**src/rtl/booth_mul.sv**
```systemverilog
module booth_mul #(
  parameter int WIDTH    = 8,
  parameter bit BIT_PAIR = 1'b1
) (
  input  logic               clk,
  input  logic               rst_n,
  input  logic               start,
  input  logic [WIDTH-1:0]   mcand,
  input  logic [WIDTH-1:0]   mplier,
  output logic               busy,
  output logic               done,
  output logic [2*WIDTH-1:0] product
);
  localparam int PW    = 2 * WIDTH;
  localparam int QW    = WIDTH + 2;
  localparam int SH    = BIT_PAIR ? 2 : 1;
  localparam int STEPS = BIT_PAIR ? (WIDTH + 1) / 2 : WIDTH;
  localparam int CW    = $clog2(STEPS + 1);

  logic [PW-1:0] m_q, acc_q, addend;
  logic [QW-1:0] q_q;
  logic [CW-1:0] cnt_q;
  logic          busy_q, done_q;

  assign busy    = busy_q;
  assign done    = done_q;
  assign product = acc_q;

  generate
    if (BIT_PAIR) begin : g_radix4
      always_comb begin
        case (q_q[2:0])
          3'b001, 3'b010: addend = m_q;
          3'b011:         addend = m_q << 1;
          3'b100:         addend = -(m_q << 1);
          3'b101, 3'b110: addend = -m_q;
          default:        addend = '0;
        endcase
      end
    end else begin : g_radix2
      always_comb begin
        case (q_q[1:0])
          2'b01:   addend = m_q;
          2'b10:   addend = -m_q;
          default: addend = '0;
        endcase
      end
    end
  endgenerate

  always_ff @(posedge clk or negedge rst_n) begin
    if (!rst_n) begin
      busy_q <= 1'b0;
      done_q <= 1'b0;
      cnt_q  <= '0;
      m_q    <= '0;
      q_q    <= '0;
      acc_q  <= '0;
    end else begin
      done_q <= 1'b0;
      if (!busy_q) begin
        if (start) begin
          busy_q <= 1'b1;
          cnt_q  <= '0;
          acc_q  <= '0;
          m_q    <= {{WIDTH{mcand[WIDTH-1]}}, mcand};
          q_q    <= {mplier[WIDTH-1], mplier, 1'b0};
        end
      end else begin
        acc_q <= acc_q + addend;
        m_q   <= m_q << SH;
        q_q   <= {{SH{q_q[QW-1]}}, q_q[QW-1:SH]};
        cnt_q <= cnt_q + 1'b1;
        if (cnt_q == CW'(STEPS - 1)) begin
          busy_q <= 1'b0;
          done_q <= 1'b1;
        end
      end
    end
  end

  p_accept_r2: assert property (@(posedge clk) disable iff (!rst_n)
    start && !busy |=> busy);
  p_done_pulse_r6: assert property (@(posedge clk) disable iff (!rst_n)
    done |=> !done);
  p_done_end_r6: assert property (@(posedge clk) disable iff (!rst_n)
    $rose(done) |-> !busy && $past(busy));
  p_hold_r7: assert property (@(posedge clk) disable iff (!rst_n)
    !busy && !start |=> $stable(product));
  p_step_bound_r5: assert property (@(posedge clk) disable iff (!rst_n)
    busy |-> cnt_q < CW'(STEPS));
endmodule

```
**config.mk**
```make
export PLATFORM = sky130hd
export DESIGN_NAME = booth_mul
export DESIGN_NICKNAME = d
export VERILOG_FILES = /design/src/rtl/booth_mul.sv
export SDC_FILE = /design/constraint.sdc
export NUM_CORES = 1
export LEC_CHECK = 0
export BUFFER_PORTS_ARGS = -buffer_cell sky130_fd_sc_hd__buf_2
export CORE_UTILIZATION = 40
export CTS_BUF_LIST = sky130_fd_sc_hd__clkbuf_8
export DETAILED_ROUTE_END_ITERATION = 12
export GPL_ROUTABILITY_DRIVEN = 1
export PLACE_DENSITY = 0.7
export SYNTH_ARGS = -nofsm -noshare
export SYNTH_HDL_FRONTEND = slang
export SYNTH_SLANG_ARGS = --single-unit
```
**constraint.sdc**
```tcl
create_clock -name clk -period 11.2 [get_ports clk]
set_input_delay 1.68 -clock clk [delete_from_list [all_inputs] [get_ports clk]]
set_output_delay 1.68 -clock clk [all_outputs]
set_load 0.03 [all_outputs]
```
== Word-level counts from Yosys, hierarchy flattened ==
Index checks and enable logic that the tools add are counted.

* Add/subtract/negate cells: 4
* Equal/unequal tests: 7
* Mux-type cells: 14
* Bitwise logic cells: 1
* Reductions and logical operators: 4

{| class="wikitable"
|+ Operators by type and width
! cell !! count
|-
| two-way mux 16 bit || 4
|-
| case mux 16 bit (4 select lines) || 1
|-
| negation 16 bit || 2
|-
| two-way mux 9 bit || 2
|-
| adder 16 bit || 1
|-
| == test 3 x 2 -> 1 bit, second input constant || 3
|-
| == test 3 bit, second input constant || 3
|-
| two-way mux 3 bit || 2
|-
| two-way mux 1 bit || 5
|-
| OR reduction 2 bit || 2
|-
| adder 3 x 1 -> 3 bit, second input constant || 1
|-
| == test 3 x 1 -> 1 bit, second input constant || 1
|-
| AND reduction 2 bit || 1
|-
| nonzero test 2 bit || 1
|-
| NOT 1 bit || 1
|}

* Register bits: 47
* Bits of input ports: 19
* Output and inout bits: 18
* Word-level logic and storage cells: 37

== Longest topological paths before layout ==
Gate-level depths: netlist of run 1.

* Depth after elaboration: 5
* Depth in mapped cells: 17
* Depth with buffers taken out: 17

== Worst setup path after synthesis of run 1 ==
OpenSTA, ideal clock, no wires.

* Path kind: register to register
* From: register m_q[2]
* To: register acc_q[14] (netlist: product[14])
* Setup time: 121 ps
* Arrival: 3682 ps
* Data required time: 11079 ps
* Path slack: 7397 ps
* Stages on the path, launching flop included: 17
* Buffers on the path: 1
* Period minus slack after synthesis: 3803 ps
* Cells stage by stage: dfrtp_1 > clkbuf_1 > nor3_2 > nand3_1 > or3_1 > xor2_1 > mux2i_1 > mux2_2 > a21oi_1 > ha_1 > and3_1 > a31o_2 > a211o_1 > a211o_1 > a31oi_1 > xnor2_1 > a22o_1

* Longest elaborated chain between the ends: 4
* Elaborated cells between the ends (all ways): 5
* Classes of those cells: add/sub: 3; mux: 2

{| class="wikitable"
|+ RTL lines
! what !! line !! source
|-
| start: declaration || 20 || <nowiki>logic [PW-1:0] m_q, acc_q, addend;</nowiki>
|-
| start signal: assignment || 66 || <nowiki>m_q <= {{WIDTH{mcand[WIDTH-1]}}, mcand};</nowiki>
|-
| start signal: assignment || 71 || <nowiki>m_q <= m_q << SH;</nowiki>
|-
| negation 16 bit (on tied branches) || 36, 35 ||
|-
| case mux 16 bit (4 select lines) (*) || 32 || <nowiki>case (q_q[2:0])</nowiki>
|-
| adder 16 bit (*) || 70 || <nowiki>acc_q <= acc_q + addend;</nowiki>
|-
| two-way mux 16 bit (*) || 61 || <nowiki>if (!busy_q) begin</nowiki>
|-
| end signal: assignment || 70 ||
|-
| end: declaration || 20 ||
|}

Mark *: on every way between the ends. The rest lies on a longest branch, timed or not.
A chain may end at the register's enable or synchronous reset.

== Worst setup path after layout of run 1 ==
* From: register q_q[0]
* To: register acc_q[15] (netlist: product[15])

* Longest elaborated chain between the ends: 5
* Elaborated cells between the ends (all ways): 11
* Classes of those cells: add/sub: 1; eq/ne: 6; mux: 2; reduce/logical: 2

{| class="wikitable"
|+ RTL lines
! what !! line !! source
|-
| start: declaration || 21 || <nowiki>logic [QW-1:0] q_q;</nowiki>
|-
| start signal: assignment || 67 || <nowiki>q_q <= {mplier[WIDTH-1], mplier, 1'b0};</nowiki>
|-
| start signal: assignment || 72 || <nowiki>q_q <= {{SH{q_q[QW-1]}}, q_q[QW-1:SH]};</nowiki>
|-
| == test 3 bit (tied with other cells) || 32 ||
|-
| OR reduction 2 bit || 32 ||
|-
| case mux 16 bit (4 select lines) (*) || 32 ||
|-
| adder 16 bit (*) || 70 ||
|-
| two-way mux 16 bit (*) || 61 ||
|}

Marked as above.

==> results of run 1 <==
==> per-stage QoR <==
step | cells | setup slack (ns) | hold WS [ns] | area, um2 | util [%]
after global placement | 503 | 7.21 | 0.462 | 3630 | 44.0
final | 511 | 7.01 | 0.499 | 3730 | 45.2
after detailed placement | 503 | 7.14 | 0.480 | 3630 | 44.0
after global routing | 511 | 6.65 | 0.528 | 3730 | 45.2
after CTS | 511 | 7.11 | 0.506 | 3730 | 45.2
after floorplan | 389 | 7.40 | 0.446 | 3420 | -
==> flip-flops by register name, summed over array words and instances (netlist names) <==
| register | count |
|---|---|
| product | 16 |
| m_q | 16 |
| cnt_q | 3 |
| busy | 1 |
| q_q | 10 |
| done | 1 |
==> placed cells by master (no fill, tap or decap), types with 3 or more instances in the layout <==
master | synthesis | layout
a211oi_1 | 6 | 6
a21o_1 | 7 | 7
a21oi_1 | 33 | 33
a221oi_1 | 10 | 10
a22o_1 | 16 | 16
a22oi_1 | 8 | 8
a31oi_1 | 3 | 3
and2_1 | 5 | 5
buf_2 | 0 | 36
buf_4 | 0 | 3
clkbuf_8 | 0 | 5
dfrtp_1 | 47 | 46
ha_1 | 18 | 18
inv_1 | 6 | 6
mux2i_1 | 16 | 16
nand2_1 | 43 | 43
nand2b_1 | 6 | 6
nand3_1 | 3 | 3
nor2_1 | 19 | 19
nor2b_1 | 7 | 7
nor3_1 | 3 | 3
o21ai_0 | 36 | 36
o21bai_1 | 4 | 4
o31ai_1 | 3 | 3
xnor2_1 | 16 | 16
xor2_1 | 13 | 13
==> cell families after synthesis <==
family	after synthesis	synth area share, %
multiplexers	17	5.01
AND/OR/NAND/NOR	100	14.2
XOR/XNOR	29	7.43
adder cells (fa/ha/maj)	19	7.17
AO/OA/AOI/OAI	140	27.5
buffers and inverters	37	4.28
flip-flops	47	34.4
==> worst paths after layout <==
check                        from  slack [ns]           to
setup / recovery           q_q[0]        7.01  product[15]
hold / removal             q_q[8]        0.50       q_q[6]
setup reg to reg           q_q[0]        7.01  product[15]
hold reg to reg            q_q[8]        0.50       q_q[6]
max in group asynchronous   rst_n        9.30         busy
min in group asynchronous   rst_n        1.45       q_q[6]
==> cell type report <==
cell class              count  area, um2  share of cell area, %
clock buffers               5       68.8                   1.84
clock inverters             3       27.5                  0.738
inverters                   7       26.3                  0.704
multi-input cells         305       2100                   56.2
flip-flops and latches     47       1180                   31.6
well taps                 105        131                   3.52
repair buffers             39        203                   5.43
==> critical path, cell delays in order (launching register included) <==
cell and delay [ns]:
dfrtp_1 0.67, clkinv_1 0.43, nor2_1 0.49, nand2_1 0.28
a21oi_1 0.24, a21o_1 0.16, ha_1 0.25, a211oi_1 0.19
o21ai_0 0.23, o2111a_1 0.33, o32a_1 0.39, and3b_1 0.18
o21bai_1 0.14, nand3_1 0.08
==> layer usage <==
| layer | vias to the layer above | track usage [%] | part of all wire, % |
|---|---|---|---|
| met4 | 0 | 4.29 | 0.80 |
| met2 | 67 | 31.5 | 48 |
| met1 | 1396 | 25.4 | 47 |
| met3 | 5 | 2.58 | 3.9 |
| met5 | - | 0 | 0 |
| li1 | 1461 | - | - |
==> flow_metrics.py, run 1 <==
metrics = {
    "critical_path": {
        "crit_fanout": 14,
        "r2r_cells": 13,
        "crit_required_ns": 11.39,
        "cp-start-kind": "register",
        "cp.arrival_ns": 4.38,
        "path_class": "reg2reg",
        "crit_path_end_kind": "register",
    },
    "layout": {
        "final_layout_size_suffix_gt1_share_pct": 13.5,
        "nNetsFinal": 443,
        "syn_to_final_growth_pct": 9.11,
        "nFillCells": 808,
        "antenna_cells": 0,
    },
    "synth": {
        "synth_area_leader_cell": "dfrtp_1",
        "yosysSeqAreaShare_pct": 34.4,
        "synth_edf_count": 0,
        "synth.distinct_cells": 50,
        "synthFlopType": "dfrtp_1",
        "synth_nets": 427,
        "yosys.cell_count.top_type": "dfrtp_1",
        "synth_top_cell_area_share_pct": 34.4,
        "yosysWarnings": 0,
        "syn_avg_cell_area_um2": 8.79,
        "synthTopCellsByArea": "dfrtp_1 34%, ha_1 6.6%, o21ai_0 5.3%, a21oi_1 4.8%, nand2_1 4.7%",
        "ys_seq_elements": 47,
        "syn_area_mm2": 0.00342,
        "async_flop_share_pct": 100,
        "syn-instance-count": 389,
        "synth_commonest_cells": "47 x dfrtp_1, 43 x nand2_1, 36 x o21ai_0, 33 x a21oi_1, 25 x clkbuf_1",
    },
    "hold_path": {
        "hold_path_depth": 2,
        "hold_path_class": "reg2reg",
    },
    "grt": {
        "grt_start_max_net_pins": 74,
        "antenna_found_initial": 0,
        "grt_pass1_vias": 2846,
        "track_usage_pct": 18.7,
        "grt_pass1_wl_um": 13300,
        "grt-ovfl-total": 0,
    },
    "cts": {
        "postCtsSetupRepairBufs": 0,
        "clk_latency_ns": 0.31,
        "path_clk_slew_ns": 0.10,
        "cts.htree.levels": 2,
        "numCtsBuffers": 5,
        "cts_hold_buf": 0,
        "clockBufferDepth": 2,
        "clock-root-buffer": "clkbuf_8",
        "cts_tree": "yes",
        "cts.repair.resized": 0,
        "cts_sinks": 47,
    },
    "floorplan": {
        "rows": 33,
        "initial_core_util_pct": 41.4,
        "fp.dieH_um": 94.5,
        "fp.dieArea_mm2": 0.00892,
        "num_io_pins": 37,
        "die_w_um": 94.5,
        "core_area_mm2": 0.00826,
    },
    "timing": {
        "max_slew_margin_pct": 39.1,
        "worst_pin_slew_ns": 0.914,
        "drv_slew": 0,
        "fmax_ghz": 0.239,
        "fin_crit_sh_pct": 37.4,
        "clock_skew_ns": 0.00843,
        "hold_violations": 0,
        "fin_setup_tns_ns": 0,
        "fin_crit_ns": 4.19,
        "grt_setup_unrepaired": "no",
        "setup_viol": 0,
    },
    "detailed_routing": {
        "drt_iter0_markers": 226,
        "viasPerCell": 5.73,
        "wl_per_cell_um": 15.2,
        "wl_um": 7760,
        "drt_first_pass_iters": 4,
        "routed-via-count": 2929,
        "drc": 0,
        "ant_nets": 0,
    },
    "run_status": {
        "status": "completed",
    },
    "placement": {
        "port_buffers": 36,
        "hpwl_um": 5530,
        "routabilityCongestion": 0.915,
    },
    "run": {
        "drv_cap": 0,
    },
}
Power of run 1 is left out: the tool's default activity adds up to more than one toggle a clock period on the data nets, which glitch-free logic cannot reach.
==> run 2: changes to the inputs <==
--- a/config.mk
+++ b/config.mk
@@ -5,12 +5,13 @@
 export SDC_FILE = /design/constraint.sdc
 export NUM_CORES = 1
 export LEC_CHECK = 0
+export ABC_AREA = 1
 export BUFFER_PORTS_ARGS = -buffer_cell sky130_fd_sc_hd__buf_2
 export CORE_UTILIZATION = 40
 export CTS_BUF_LIST = sky130_fd_sc_hd__clkbuf_8
 export DETAILED_ROUTE_END_ITERATION = 12
 export GPL_ROUTABILITY_DRIVEN = 1
-export PLACE_DENSITY = 0.7
+export PLACE_DENSITY = 0.72
 export SYNTH_ARGS = -nofsm -noshare
 export SYNTH_HDL_FRONTEND = slang
 export SYNTH_SLANG_ARGS = --single-unit
==> constraint.sdc (replaced) <==
create_clock -name clk -period 3.5 [get_ports clk]
set_input_delay 0.525 -clock clk [delete_from_list [all_inputs] [get_ports clk]]
set_output_delay 0.525 -clock clk [all_outputs]
set_load 0.03 [all_outputs]
==> flow_metrics.py, run 2 <==
metrics = {
    "layout": {
        "antenna_cells": 0,
        "syn_to_final_growth_pct": 11.5,
        "fin_area_mm2": 0.00363,
        "final_cell_count_no_fill": 567,
        "nFillCells": 767,
        "multiInputGateArea_mm2": 0.00183,
        "final_layout_size_suffix_gt1_share_pct": 14.8,
        "final_common_cell": "nand2_1",
        "nNetsFinal": 502,
        "seqCellArea_mm2": 0.00118,
        "most-common-layout-cells": "128 x nand2_1, 47 x dfrtp_1, 46 x inv_1",
    },
    "grt": {
        "gr-usage-met2_pct": 35.4,
        "busiest_layer": "met2",
        "met1_usage_pct": 25.0,
        "grt-ovfl-total": 0,
        "grt_pass1_wl_um": 13600,
        "grt_start_max_net_pins": 48,
        "grt_pass1_vias": 2979,
        "track_usage_pct": 20.3,
        "antenna_found_initial": 0,
        "met3_usage_pct": 3.40,
    },
    "cts": {
        "cts_hold_buf": 0,
        "cts_sinks": 47,
        "cts.repair.resized": 0,
        "path_clk_slew_ns": 0.10,
        "clk_latency_ns": 0.32,
        "clock-root-buffer": "clkbuf_8",
        "numCtsBuffers": 5,
        "cts.htree.levels": 2,
        "postCtsSetupRepairBufs": 0,
        "cts_tree": "yes",
        "clockBufferDepth": 2,
    },
    "synth": {
        "syn-instance-count": 431,
        "synthFlopType": "dfrtp_1",
        "synth_nets": 469,
        "synth.distinct_cells": 39,
        "syn_area_mm2": 0.00326,
        "synthTopCellsByArea": "dfrtp_1 36%, nand2_1 15%, ha_1 6.9%, inv_1 5.3%, nand3_1 4.5%",
        "yosys.cell_count.top_type": "nand2_1",
        "synth_area_leader_cell": "dfrtp_1",
        "async_flop_share_pct": 100,
        "synth_commonest_cells": "128 x nand2_1, 47 x dfrtp_1, 46 x inv_1, 29 x nand3_1, 24 x o21ai_0",
        "yosysSeqAreaShare_pct": 36.1,
        "synth_edf_count": 0,
        "syn_avg_cell_area_um2": 7.56,
        "yosysWarnings": 0,
        "synth_top_cell_area_share_pct": 36.1,
        "ys_seq_elements": 47,
    },
    "placement": {
        "place_inst": 559,
        "placed_cell_area_mm2": 0.00352,
        "hpwl_um": 5610,
        "port_buffers": 36,
        "routabilityCongestion": 0.905,
    },
    "detailed_routing": {
        "viasPerCell": 5.34,
        "drt_first_pass_iters": 4,
        "routed-via-count": 3028,
        "wl_per_cell_um": 13.9,
        "ant_nets": 0,
        "wl_um": 7870,
        "drt_iter0_markers": 177,
        "drc": 0,
    },
    "timing": {
        "hold_violations": 0,
        "drv_slew": 0,
        "max_slew_margin_pct": 29.9,
        "worst_pin_slew_ns": 1.05,
        "fin_crit_sh_pct": 86.7,
        "fmax_ghz": 0.330,
        "fin_crit_ns": 3.03,
        "clock_skew_ns": 0.0132,
        "setup_viol": 0,
        "fin_setup_tns_ns": 0,
        "grt_setup_unrepaired": "no",
    },
    "critical_path": {
        "r2r_end": "product[13]",
        "r2r_cells": 23,
        "crit_required_ns": 3.70,
        "cp.arrival_ns": 3.23,
        "crit_path_end_kind": "register",
        "path_class": "reg2reg",
        "rr_startpoint": "m_q[0]",
        "ff2ff_setup_slack_ns": 0.47,
        "cp-start-kind": "register",
        "crit_fanout": 5,
    },
    "run_status": {
        "status": "completed",
    },
    "floorplan": {
        "initial_core_util_pct": 41.7,
        "fp.dieArea_mm2": 0.00851,
        "rows": 32,
        "fp.dieH_um": 92.3,
        "core_area_mm2": 0.00781,
        "num_io_pins": 37,
        "die_w_um": 92.3,
    },
    "hold_path": {
        "hold_path_class": "in2async",
    },
    "run": {
        "drv_cap": 0,
    },
}
==> run 2: changes by cell type in the layout (fill, tap and decap cells not counted), sizes merged, moves of 12 or more <==
| cell | change |
|---|---|
| mux2i | -16 |
| inv | +44 |
| o221ai | +12 |
| xnor2 | -14 |
| nand2 | +89 |
| nand3 | +28 |
| a21oi | -12 |
| a22o | -13 |
==> run 2: worst max path at each step <==
stage               startpoint     endpoint  slack [ns]
floorplan               m_q[1]  product[14]        0.89
global placement        m_q[1]  product[15]        0.58
detailed placement      m_q[1]  product[13]        0.50
CTS                     m_q[1]  product[13]        0.46
global route            m_q[0]  product[15]        0.06
finish                  m_q[0]  product[13]        0.47
==> run 2: logic make-up after synthesis <==
family	count (synthesis)	share of synthesized area (%)
and+or+nand+nor	197	26.9
DFF	47	36.1
xor gates and xnor gates	11	3.19
AOI/OAI and AO/OA	93	18.5
buffers and inverters	64	7.80
adders and majority gates	19	7.53
==> run 2: cell type report <==
cell class	count	share of cell area, %
timing repair buffer	37	5.17
inverter	53	5.48
clock buffer	5	1.89
sequential	47	32.4
tap	102	3.51
multi-input combinational	320	50.3
clock inverter	3	1.27
==> run 2: worst max-delay path, cell delays in order (launching register included) <==
cell     delay (ns)
dfrtp_1        0.38
inv_1          0.18
ha_1           0.24
inv_1          0.09
nor2_4         0.13
nand2_2        0.08
nand2_1        0.07
inv_1          0.04
nand2_1        0.04
o21ai_0        0.07
a21oi_1        0.12
o21ai_0        0.11
ha_1           0.36
nand2_1        0.11
nor2_1         0.11
nand2_1        0.06
nand3_1        0.13
nand2_1        0.08
nand2_1        0.13
nand2_1        0.07
nand2_1        0.08
a21oi_1        0.06
o21ai_0        0.09
nand2_1        0.07
==> run 2: through the flow <==
step	setup WS, ns	hold slack, ns	util (%)
2_1_floorplan	0.892	0.229	-
3_3_place_gp	0.580	0.468	45.1
3_5_place_dp	0.498	0.470	45.1
4_1_cts	0.457	0.406	46.5
5_1_grt	0.0597	0.411	46.5
6_report	0.465	0.388	46.5
==> run 2: layer usage <==
metal | vias to the layer above | wire, um | part of all wire [%]
li1 | 1517 | - | -
met5 | - | 0 | 0
met3 | 13 | 296 | 3.8
met4 | 0 | 165 | 2.1
met2 | 76 | 3890 | 49
met1 | 1422 | 3510 | 45
Power of run 2 is left out for the same reason.
